## src/rtl/pgen_pkg.sv

```systemverilog
package pgen_pkg;

    localparam int PER_W = 16;
    localparam int X_W   = 2 * PER_W;

    typedef struct packed {
        logic [PER_W-1:0] thresh;
        logic [PER_W-1:0] period;
    } pgen_cfg_t;

    function automatic logic [PER_W-1:0] fold_period(input logic [PER_W-1:0] p);
        return (p < PER_W'(2)) ? PER_W'(2) : p;
    endfunction

    function automatic pgen_cfg_t make_cfg(input logic [X_W-1:0] word);
        pgen_cfg_t c;
        c = pgen_cfg_t'(word);
        c.period = fold_period(c.period);
        return c;
    endfunction

endpackage

```

## src/rtl/pgen_cfg.sv

```systemverilog
module pgen_cfg
    import pgen_pkg::*;
(
    input  logic           clk,
    input  logic           rst,
    input  logic           x_wr,
    input  logic [X_W-1:0] x_data,
    input  logic           load,
    output pgen_cfg_t      cfg_next,
    output pgen_cfg_t      cfg_act
);
    pgen_cfg_t pend_q;

    always_comb begin
        cfg_next = x_wr ? make_cfg(x_data) : pend_q;
    end

    always_ff @(posedge clk) begin
        if (rst) begin
            pend_q  <= '{thresh: '0, period: PER_W'(2)};
            cfg_act <= '{thresh: '0, period: PER_W'(2)};
        end else begin
            if (x_wr) pend_q <= make_cfg(x_data);
            if (load) cfg_act <= cfg_next;
        end
    end

    assert_period_folded_R2: assert property (@(posedge clk) disable iff (rst)
        cfg_act.period >= PER_W'(2));

    assert_hold_until_reload_R8: assert property (@(posedge clk) disable iff (rst)
        !load |=> $stable(cfg_act));
endmodule

```

## src/rtl/pgen_timer.sv

```systemverilog
module pgen_timer
    import pgen_pkg::*;
(
    input  logic      clk,
    input  logic      rst,
    input  logic      load,
    input  logic      run,
    input  pgen_cfg_t cfg_next,
    input  pgen_cfg_t cfg_act,
    output logic      period_end,
    output logic      pin
);
    logic [PER_W-1:0] cnt_q;

    always_ff @(posedge clk) begin
        if (rst) begin
            cnt_q <= '0;
        end else if (load) begin
            cnt_q <= cfg_next.period;
        end else if (run && cnt_q > PER_W'(1)) begin
            cnt_q <= cnt_q - PER_W'(1);
        end
    end

    always_comb begin
        period_end = run && (cnt_q == PER_W'(1));
        pin        = run && (cnt_q > cfg_act.thresh);
    end

    assert_cnt_in_range_R3: assert property (@(posedge clk) disable iff (rst)
        run |-> (cnt_q >= PER_W'(1) && cnt_q <= cfg_act.period));

    assert_cnt_steps_down_R2: assert property (@(posedge clk) disable iff (rst)
        (run && !load && cnt_q > PER_W'(1)) |=> (cnt_q == $past(cnt_q) - PER_W'(1)));
endmodule

```

## src/rtl/pgen_seq.sv

```systemverilog
module pgen_seq #(
    parameter int Y_W = 32
) (
    input  logic           clk,
    input  logic           rst,
    input  logic           dir_en,
    input  logic           y_wr,
    input  logic [Y_W-1:0] y_data,
    input  logic           period_end,
    output logic           run,
    output logic           done,
    output logic           load
);
    logic [Y_W-1:0] left_q;
    logic           start;
    logic           last;

    always_comb begin
        start = y_wr && (y_data != '0);
        last  = (left_q == Y_W'(1));
        load  = dir_en && (start || (!y_wr && period_end && !last));
    end

    always_ff @(posedge clk) begin
        if (rst || !dir_en) begin
            run    <= 1'b0;
            done   <= 1'b0;
            left_q <= '0;
        end else if (y_wr) begin
            if (start) begin
                run    <= 1'b1;
                done   <= 1'b0;
                left_q <= y_data;
            end else begin
                run    <= 1'b0;
                done   <= run;
                left_q <= '0;
            end
        end else if (period_end) begin
            if (last) begin
                run    <= 1'b0;
                done   <= 1'b1;
                left_q <= '0;
            end else begin
                left_q <= left_q - Y_W'(1);
            end
        end
    end

    assert_start_next_R5: assert property (@(posedge clk) disable iff (rst)
        (dir_en && start) |=> (run && !done));

    assert_zero_stop_R7: assert property (@(posedge clk) disable iff (rst)
        (dir_en && y_wr && !start && run) |=> (!run && done));

    assert_finish_R6: assert property (@(posedge clk) disable iff (rst)
        (dir_en && !y_wr && period_end && last) |=> (!run && done));

    assert_done_sticky_R6: assert property (@(posedge clk) disable iff (rst)
        (dir_en && done && !y_wr) |=> done);

    assert_never_both_R6: assert property (@(posedge clk) disable iff (rst)
        !(run && done));
endmodule

```

## src/rtl/pulse_cycle_gen.sv

```systemverilog
module pulse_cycle_gen
    import pgen_pkg::*;
#(
    parameter int Y_W = 32
) (
    input  logic           clk,
    input  logic           rst,
    input  logic           dir_en,
    input  logic           x_wr,
    input  logic [X_W-1:0] x_data,
    input  logic           y_wr,
    input  logic [Y_W-1:0] y_data,
    output logic           pin_out,
    output logic           done_out
);
    pgen_cfg_t cfg_next;
    pgen_cfg_t cfg_act;
    logic      load;
    logic      run;
    logic      period_end;
    logic      pin;
    logic      done;

    pgen_cfg u_cfg (
        .clk      (clk),
        .rst      (rst),
        .x_wr     (x_wr),
        .x_data   (x_data),
        .load     (load),
        .cfg_next (cfg_next),
        .cfg_act  (cfg_act)
    );

    pgen_seq #(.Y_W(Y_W)) u_seq (
        .clk        (clk),
        .rst        (rst),
        .dir_en     (dir_en),
        .y_wr       (y_wr),
        .y_data     (y_data),
        .period_end (period_end),
        .run        (run),
        .done       (done),
        .load       (load)
    );

    pgen_timer u_timer (
        .clk        (clk),
        .rst        (rst),
        .load       (load),
        .run        (run),
        .cfg_next   (cfg_next),
        .cfg_act    (cfg_act),
        .period_end (period_end),
        .pin        (pin)
    );

    assign pin_out  = pin;
    assign done_out = done;

    assert_idle_when_disabled_R1: assert property (@(posedge clk) disable iff (rst)
        !dir_en |=> (!pin_out && !done_out));

    assert_drop_stops_R10: assert property (@(posedge clk) disable iff (rst)
        (!dir_en && !$past(dir_en)) |-> !pin_out);
endmodule

```

## config.mk

```make
export PLATFORM = sky130hd
export DESIGN_NAME = pulse_cycle_gen
export DESIGN_NICKNAME = d
export VERILOG_FILES = /design/src/rtl/pgen_pkg.sv /design/src/rtl/pgen_cfg.sv /design/src/rtl/pgen_timer.sv /design/src/rtl/pgen_seq.sv /design/src/rtl/pulse_cycle_gen.sv
export SDC_FILE = /design/constraint.sdc
export NUM_CORES = 1
export LEC_CHECK = 0
export ABC_CLOCK_PERIOD_IN_PS = 4250
export BUFFER_PORTS_ARGS = -buffer_cell sky130_fd_sc_hd__buf_2
export CAP_MARGIN = 20
export CORE_MARGIN = 3
export CORE_UTILIZATION = 59
export DETAILED_ROUTE_END_ITERATION = 10
export PLACE_DENSITY = 0.89
export SLEW_MARGIN = 20
export SYNTH_ARGS = -nofsm -noshare
export SYNTH_HDL_FRONTEND = slang
export SYNTH_HIERARCHICAL = 1
export SYNTH_SLANG_ARGS = --single-unit
```

## constraint.sdc

```tcl
create_clock -name clk -period 4.25 [get_ports clk]
set_clock_uncertainty 0.2 [all_clocks]
set_input_delay 0.85 -clock clk [delete_from_list [all_inputs] [get_ports clk]]
set_output_delay 0.85 -clock clk [all_outputs]
set_load 0.03 [all_outputs]
```

## Word level (Yosys, flattened, before mapping)

Index checks and enable logic that the tools add are counted.

| word-level totals | value |
|---|---|
| bits in registers | 98 |
| output and inout bits | 2 |
| word-level logic and storage cells | 47 |

| operators by class | value |
|---|---|
| add/subtract/negate cells | 2 |
| magnitude comparators | 3 |
| eq/ne operators | 2 |
| mux-type cells | 16 |
| reduce and logical (&&, ||, !) cells | 17 |

Operator list:

| cell | count |
|---|---|
| $mux 32 | 5 |
| $mux 16 | 3 |
| $eq 32x1->1 const B | 1 |
| $reduce_bool 32->1 | 1 |
| $sub 32x1->32 const B | 1 |
| $eq 16x1->1 const B | 1 |
| $gt 16x1->1 const B | 1 |
| $gt 16x16->1 | 1 |
| $lt 16x2->1 const B | 1 |
| $sub 16x1->16 const B | 1 |
| $mux 1 | 8 |
| $logic_and 1x1->1 | 7 |
| $reduce_bool 2->1 | 3 |
| $logic_not 1->1 | 3 |
| $logic_or 1x1->1 | 2 |
| $reduce_and 2->1 | 1 |

## Longest topological paths before layout

Gate-level depths: netlist of the first run.

| logic depth | value |
|---|---|
| depth after elaboration | 7 |
| mapped depth | 11 |
| gate-level depth less buffers | 10 |

## Modules after synthesis

Netlist of the first run, hierarchy kept.

By module, submodules not included:

| module | times used | cells an instance | area an instance (µm²) | seq. area each (µm²) |
|---|---|---|---|---|
| pgen_seq | 1 | 298 | 2382.3 | 680.7 |
| pgen_cfg | 1 | 249 | 2371.0 | 1281.2 |
| pgen_timer | 1 | 171 | 1397.6 | 320.3 |

## Worst setup path before layout of the first run

OpenSTA, ideal clock, no wires.

| path | value |
|---|---|
| kind | reg2reg |
| from | reg u_timer.cnt_q[12] |
| to | reg u_timer.cnt_q[9] |
| data arrival time | 2.871 ns |
| data required time | 3.934 ns |
| path slack | 1.063 ns |
| stages on the path, launching flop included | 12 |
| period minus slack after synthesis | 3.187 ns |
| path through | dfxtp_1 > or3_1 > nor3b_2 > and4_1 > clkbuf_1 > a31oi_1 > nor2b_1 > clkbuf_1 > a21oi_1 > nand3_1 > o32ai_1 > a31o_2 |

| on the way | value |
|---|---|
| word-level cells in the longest chain between the ends | 7 |
| elaborated cells between the ends (all ways) | 10 |
| classes of those cells | order compare (1); eq/ne (1); mux (1); reduce/logical (7) |

Ends and longest elaborated chain:

| what | RTL line | text |
|---|---|---|
| from (decl) | pgen_timer.sv:13 | `logic [PER_W-1:0] cnt_q;` |
| from (signal assigned) | pgen_timer.sv:19 | `cnt_q <= cfg_next.period;` |
| from (signal assigned) | pgen_timer.sv:21 | `cnt_q <= cnt_q - PER_W'(1);` |
| $eq 16x1->1 (*) | pgen_timer.sv:26 | `period_end = run && (cnt_q == PER_W'(1));` |
| $logic_and 1x1->1 (*) | pgen_timer.sv:26 |  |
| net period_end | pulse_cycle_gen.sv:20 | `logic period_end;` |
| $logic_and 1x1->1 (*) (2 in a row) | pgen_seq.sv:21 | `load = dir_en && (start \|\| (!y_wr && period_end && !last));` |
| $logic_or 1x1->1 (*) | pgen_seq.sv:21 |  |
| $logic_and 1x1->1 (*) | pgen_seq.sv:21 |  |
| net load | pulse_cycle_gen.sv:18 | `logic load;` |
| $mux 16 / $reduce_bool 2->1 (equally long branches) | -- |  |

Mark *: on every way through the listed nets, which the timed path passes. The rest lies on a longest branch.
A chain may end at the register's enable or synchronous reset.

## Final worst setup path of the first run

| path | value |
|---|---|
| from | reg u_timer.cnt_q[5] |
| to | out pin_out |

| on the way | value |
|---|---|
| word-level cells in the longest chain between the ends | 2 |

Ends and longest elaborated chain:

| what | RTL line | text |
|---|---|---|
| $gt 16x16->1 | pgen_timer.sv:27 | `pin = run && (cnt_q > cfg_act.thresh);` |
| $logic_and 1x1->1 | pgen_timer.sv:27 |  |
| to (decl) | pulse_cycle_gen.sv:13 | `output logic pin_out,` |

Every way passes these cells.

==> results of run 1 <==
==> flip-flops by register name, indices dropped and copies added, names as in the netlist <==
| name | count |
|---|---|
| u_cfg/pend_q | 32 |
| u_seq/run | 1 |
| u_timer/cnt_q | 16 |
| u_seq/done | 1 |
| u_cfg/cfg_act | 16 |
| u_seq/left_q | 32 |
==> layout by cell type, fill, tap and decap left out, drive strengths merged, types with 12 or more instances in the layout <==
master,n
dfxtp,98
buf,82
nor2,77
a21oi,50
inv,49
mux2i,32
nor4,29
o21ai,28
a211oi,26
ha,20
nand3,18
nor3,18
xnor2,16
nand2,15
nand4,13
or4,12
==> worst max-delay path, cell delays in order, from the launching register on <==
cell      delay [ps]
dfxtp_1          480
ha_1             310
a21o_1           170
a221o_1          310
a221oi_1         270
a31oi_1          140
buf_2            200
==> routing by layer <==
| layer | track usage (%) | vias up | routed length [µm] |
|---|---|---|---|
| met3 | 4.69 | 21 | 1240 |
| met4 | 8.37 | 0 | 198 |
| met5 | 0 | - | 0 |
| met1 | 38.6 | 2444 | 6580 |
| li1 | - | 2519 | - |
| met2 | 38.8 | 264 | 6180 |
==> cell type report <==
class                   instances  area (µm²)  area share (%)
multi-input cells             469        3280            53.1
clock buffers                  10         128            2.07
inverters                      45         169            2.74
repair buffers                 82         440            7.14
well taps                     108         135            2.19
clock inverters                 6        57.6           0.933
flip-flops and latches         98        1960            31.8
==> stage by stage <==
stage,power [µW],area (µm²),std cells
6_report,2090,6170,818
3_3_place_gp,1500,5990,802
5_1_grt,2200,6170,818
3_5_place_dp,1520,5990,802
2_1_floorplan,1380,5580,651
4_1_cts,2100,6170,818
==> power by group through the flow <==
stage	Clock, µW	Sequential, µW	Combinational [µW]
after floorplan	0	1030	350
after global placement	0	1040	459
after detailed placement	0	1040	475
after CTS	599	1020	477
after global routing	631	1030	533
final	583	1020	486
==> final timing paths <==
path              cells past startpoint                end
setup / recovery                      6            pin_out
hold reg to reg                       2  u_cfg/cfg_act[30]
setup reg to reg                     12   u_timer/cnt_q[9]
hold / removal                        2  u_cfg/cfg_act[30]
==> results.txt, run 1 <==
At the end of the flow the core is filled with cells to 69.1%. At the placement stage, the worst setup path has a slack of 921 ps. The launch point of the worst reg-to-reg path is u_timer/cnt_q[12]. The signed area change from the synthesized netlist to the final layout came out at 10.7%. Cells with a size suffix above 1 make up 20.3% of the layout. The worst slack on hold paths is 293 ps. The share of total power in the clock network is 27.9%.

The minimum setup slack among reg-to-reg paths came out at 1080 ps. The number of buffers inserted by port buffering is 70. The data required time at the worst endpoint is 3200 ps. STA classifies the critical path startpoint as a flip-flop. The number of failing setup endpoints in the final timing report is 0.

TritonCTS created 9 clock buffers. Synthesis produced a netlist with a net count of 740. The shortest period the worst path allows is 3300 ps. In the routed design, unresolved DRC markers number 0.

The fraction of power consumed by sequential logic is 48.9%. The total number of H-tree levels is 3. The share of total power consumed by net switching is 33.2%. The slew at the pin closest to its max-slew limit came out at 678 ps. The beginning of the critical path is u_timer/cnt_q[5]. The class of the tightest hold or removal check is flip-flop to flip-flop.

In the final routed layout, each cell accounts on average for 17.4 µm. The clock-pin slew on the worst setup and hold paths came out at 110 ps. The via count is 5248. The floorplan step defined a core boundary enclosing 0.00893 mm².

The number of placement rows came out at 34. In this run the cell area of the synthesized design comes to 0.00558 mm². The number of post-CTS setup repair buffers came out at 0. Synthesis handed over a netlist of 651 instances. The number of nets in the layout came out at 794.

The total global routing overflow came out at 0. The standby leakage power is 0.00253 µW. The part of the power in combinational logic came out at 23.2%.

The max-slew headroom at the worst pin is 54.5%. The number of antenna diodes in the final layout is 0. The total count of max-transition violations in the final report came out at 0.

In this run, post-CTS hold repair placed 0 buffers. The die covers 0.0107 mm². The wire length of the first global-routing pass is 22500 µm. The aggregate negative setup slack came out at 0 ps. The worst-skew pair later-pin latency is 360 ps. The total of warnings raised by yosys came out at 6. The count of pins on the block boundary is 71. The number of global-route vias before repair came out at 4804. The largest fanout on the critical path is 6. The max capacitance violation total came out at 0.

In this run the power density over the cells is 339 mW/mm². The via-per-instance ratio came out at 6.42. The sort of element at the end of the critical path is an output pin. The worst setup slack after layout came out at 946 ps. The CTS sink count is 98. The post-route antenna net violation count came out at 0.

The internal power came out at 1400 µW. The startpoint identified for the worst hold timing path is u_cfg/cfg_act[30]. Entering global routing, the biggest net connects 60 pins.

The total wire length after detailed routing came out at 14200 µm. The critical path is of the flip-flop to output pin type. The half-perimeter wire length after placement is 10200 µm. The last weighted congestion value of the routability-driven placer is 0.918.

Setup repair after global routing left no endpoint under its margin. Across the VDD grid, the largest voltage drop is 216 µV. The first TritonRoute pass finished after 5 iterations.

The initial antenna violation count is 0. TritonCTS built the clock tree. The switching power came out at 695 µW.

The data arrival time at the worst-slack endpoint came out at 2250 ps. The number of hold violations in the final report came out at 0. The timing-limited maximum frequency came out at 303 MHz. The starting density of the core is 62.4%. The run finished with clean final reports. The die outline width came out at 103 µm. For this run, the total global-route usage over all layers was measured as 26.2%.

The number of gates resized after CTS is 0. A synthesized cell averages 8.56 µm². The maximum number of buffers from clock root to sink came out at 2. The post-route fraction of the period consumed by the critical path is 77.7%. The cell at the root of the clock tree is clkbuf_8. The die outline height came out at 103 µm. In this run, the number of DRC markers left after iteration 0 of detailed routing was 444. The total of fill cells in the finished design is 716.
(Power assumes the default switching activity.)
==> inputs of run 2 (changes only) <==
--- a/config.mk
+++ b/config.mk
@@ -5,13 +5,13 @@
 export SDC_FILE = /design/constraint.sdc
 export NUM_CORES = 1
 export LEC_CHECK = 0
-export ABC_CLOCK_PERIOD_IN_PS = 4250
+export ABC_CLOCK_PERIOD_IN_PS = 3000
 export BUFFER_PORTS_ARGS = -buffer_cell sky130_fd_sc_hd__buf_2
 export CAP_MARGIN = 20
 export CORE_MARGIN = 3
-export CORE_UTILIZATION = 59
+export CORE_UTILIZATION = 54
 export DETAILED_ROUTE_END_ITERATION = 10
-export PLACE_DENSITY = 0.89
+export PLACE_DENSITY = 0.87
 export SLEW_MARGIN = 20
 export SYNTH_ARGS = -nofsm -noshare
 export SYNTH_HDL_FRONTEND = slang
==> constraint.sdc (replaced) <==
create_clock -name clk -period 3 [get_ports clk]
set_clock_uncertainty 0.2 [all_clocks]
set_input_delay 0.6 -clock clk [delete_from_list [all_inputs] [get_ports clk]]
set_output_delay 0.6 -clock clk [all_outputs]
set_load 0.03 [all_outputs]
==> run 2 against run 1 <==
Effect of this change:
- first-iteration DRC count shrank 5.2%
- worst hold slack lost 23 ps
- register-to-register slack lost 850 ps
- combinational power grew 49%
- sequential power grew 42%
- clock-buffer cell count shrank 1
- non-clock buffer count grew 9
- flip-flop and latch count is the same
- cell area grew 3.0%
- setup slack lost 870 ps
- largest power group unchanged
==> results.txt, run 2 (same netlist as run 1, synthesis figures left out) <==
The biggest cell delay along the critical path was 400 ps (was 480 ps). The met2 routing resource usage after global routing is 43.4% (was 38.8%). The max capacitance violation total is 0 (unchanged).

The number of failing setup endpoints in the final timing report is 0 (unchanged). For this run, the top clock speed supported by timing is 342 MHz. Run status: complete, no violations (unchanged). The family with the most delay on the worst path is simple AND/OR/NAND/NOR gates (was compound AO/OA/AOI/OAI gates).

The highest-delay cell along the critical path was dfxtp_1 (unchanged). The mean routed wirelength per cell came out at 17.4 µm (about the same). The fraction of layout cells with a size suffix above 1 came out at 22.3% (was 20.3%). The data required time at the worst endpoint is 2200 ps (was 3200 ps). The largest net degree at the start of global routing is 66 (was 60). Biggest registers after layout: u_cfg/pend_q x32, u_seq/left_q x32 (unchanged). The starting density of the core came out at 56.3% (was 62.4%).

The TritonCTS clock tree is built (unchanged). The number of buffers inserted by port buffering came out at 70 (unchanged). The signed area change from the synthesized netlist to the final layout is 14.0% (was 10.7%). The fraction of met3 tracks used by global routing was 4.26% (was 4.69%). The total wire length after detailed routing came out at 14800 µm (was 14200 µm).

The core region area was 0.00991 mm² (was 0.00893 mm²). The floorplan die area came out at 0.0116 mm² (was 0.0107 mm²). The number of nets in the layout is 803 (was 794). The initial antenna violation count is 0 (unchanged).

The post-route fraction of the period consumed by the critical path is 97.4%. The last weighted congestion value of the routability-driven placer is 0.921 (was 0.918). Commonest non-fill, non-tap cells in the layout: dfxtp_1, nor2_1, buf_2, a21oi_1, inv_1 (unchanged). The number of iterations in the first detailed-routing pass is 6 (was 5).

Unrepaired setup endpoints after global routing: no (unchanged). The die outline width came to 108 µm (was 103 µm). The final standard cell utilization of the core is 64.1% (was 69.1%).

The total count of max-transition violations in the final report is 0 (unchanged). The peak ir drop on the vdd network came out at 246 µV (was 216 µV). The data arrival time at the worst-slack endpoint came out at 2120 ps (was 2250 ps). The CTS buffer count came out at 9 (unchanged). The shortest period the worst path allows is 2920 ps. The ratio of total power to cell area was 484 mW/mm² (was 339 mW/mm²). The post-route antenna net violation count came out at 0 (unchanged). The total inserted antenna cells was 0 (unchanged). The number of buffers and inverters on the critical path came to 1 (unchanged). The via-per-instance ratio came out at 6.34 (was 6.42).

The class of the tightest hold or removal check was input pin to flip-flop (was flip-flop to flip-flop). The worst-skew pair later-pin latency came out at 370 ps (was 360 ps). The total track usage came to 25.6% (was 26.2%). The standby leakage power is 0.00260 µW (was 0.00253 µW). Ordered list of cells on the worst path: ha_1 > nand2_1 > nor3_2 > nand4_1 > a21o_1 > a31oi_1 > buf_4 (was ha_1 > a21o_1 > a221o_1 > a221oi_1 > a31oi_1 > buf_2). The half-perimeter wire length after placement was 10800 µm (was 10200 µm). The max-slew headroom at the worst pin is 36.3% (was 54.5%). The kind of launch point of the worst setup path was a flip-flop (unchanged). The met1 track demand over resource in global routing is 31.7% (was 38.6%). The die outline height came out at 108 µm (was 103 µm).

The maximum number of buffers from clock root to sink is 2 (unchanged). The largest fanout on the critical path came to 7 (was 6). The commonest non-fill, non-tap cell in the layout is dfxtp_1 (unchanged).

The hold-fix buffer count after cts is 0 (unchanged). The minimum setup slack among reg-to-reg paths was 230 ps (was 1080 ps). The slew at the pin closest to its max-slew limit came out at 952 ps (was 678 ps). The via count is 5405 (was 5248). The count of pins on the block boundary is 71 (unchanged). The CTS sink count came out at 98 (unchanged). The number of hold violations in the final report came out at 0 (unchanged). The total number of H-tree levels came out at 3 (unchanged). The cell at the root of the clock tree is clkbuf_8 (unchanged).

The clock-pin slew on the worst setup and hold paths is 100 ps (was 110 ps). The sort of element at the end of the critical path is an output pin (unchanged). The wire length of the first global-routing pass came out at 24000 µm (was 22500 µm). The starting DRC count in detailed routing came out at 421 (was 444).

The critical setup path kind is flip-flop to output pin (unchanged). The aggregate negative setup slack came out at 0 ps (unchanged). The global-route layer with the greatest usage was met2 (unchanged). The total global routing overflow came out at 0 (unchanged). The number of placement rows came out at 36 (was 34). The number of remaining DRC errors was 0 (unchanged). The number of global-route vias before repair is 5144 (was 4804).
[run 2: cell count changes in the layout (fill, tap and decap cells not counted), sizes merged]
cell    before  now
bufinv       0    1
buf         82   91
clkbuf      10    9
[run 2: final timing paths]
kind	startpoint	end	cells past startpoint
setup / recovery	u_timer/cnt_q[10]	pin_out	7
hold / removal	y_data[31]	u_seq/left_q[31]	2
setup reg to reg	u_timer/cnt_q[10]	u_seq/left_q[0]	8
hold reg to reg	u_cfg/pend_q[5]	u_cfg/pend_q[5]	2
[run 2: area by class of cell]
cell class | instances | area, µm²
well taps | 133 | 166
flip-flops and latches | 98 | 1970
fillers | 831 | 3550
clock inverters | 7 | 81.3
repair buffers | 91 | 539
inverters | 45 | 169
clock buffers | 9 | 124
multi-input cells | 469 | 3310
[run 2: worst reg2reg max path: cells and delay by family (launching register included)]
family | cells | cell delay [ps]
flip-flops | 1 | 490
AO/OA/AOI/OAI | 2 | 310
AND/OR/NAND/NOR | 4 | 1260
buffers and inverters | 2 | 440
[run 2: per-stage QoR]
stage / setup slack, ps / total power (µW) / cell area, µm² / std cells / hold slack, ps
after floorplan: 22.0 / 1960 / 5580 / 651 / 256
after CTS: 37.6 / 3070 / 6330 / 852 / 254
after global routing: 14.2 / 3220 / 6350 / 852 / 263
after global placement: 360 / 2140 / 6120 / 836 / 273
after detailed placement: 257 / 2180 / 6120 / 836 / 279
final: 77.0 / 3080 / 6350 / 852 / 270
[run 2: timing repair]
action | CTS | global route
gates resized for setup | 4 | 4
setup buffers | 0 | 0
endpoints found under the setup margin | 1 | 2
gates cloned | 0 | 0
pin swaps | 0 | 2
[run 2: power by group]
part	internal, µW	switching, µW	total (µW)	leakage [µW]
Clock	401	501	901	0.000107
Combinational	303	422	725	0.00169
Sequential	1380	72.1	1450	0.000807
Total	2080	995	3080	0.00260
[run 2: routing by layer]
| layer | routed length, µm | vias to the layer above |
|---|---|---|
| met1 | 6040 | 2550 |
| met3 | 1020 | 49 |
| li1 | - | 2545 |
| met4 | 476 | 0 |
| met2 | 7260 | 261 |
| met5 | 0 | - |
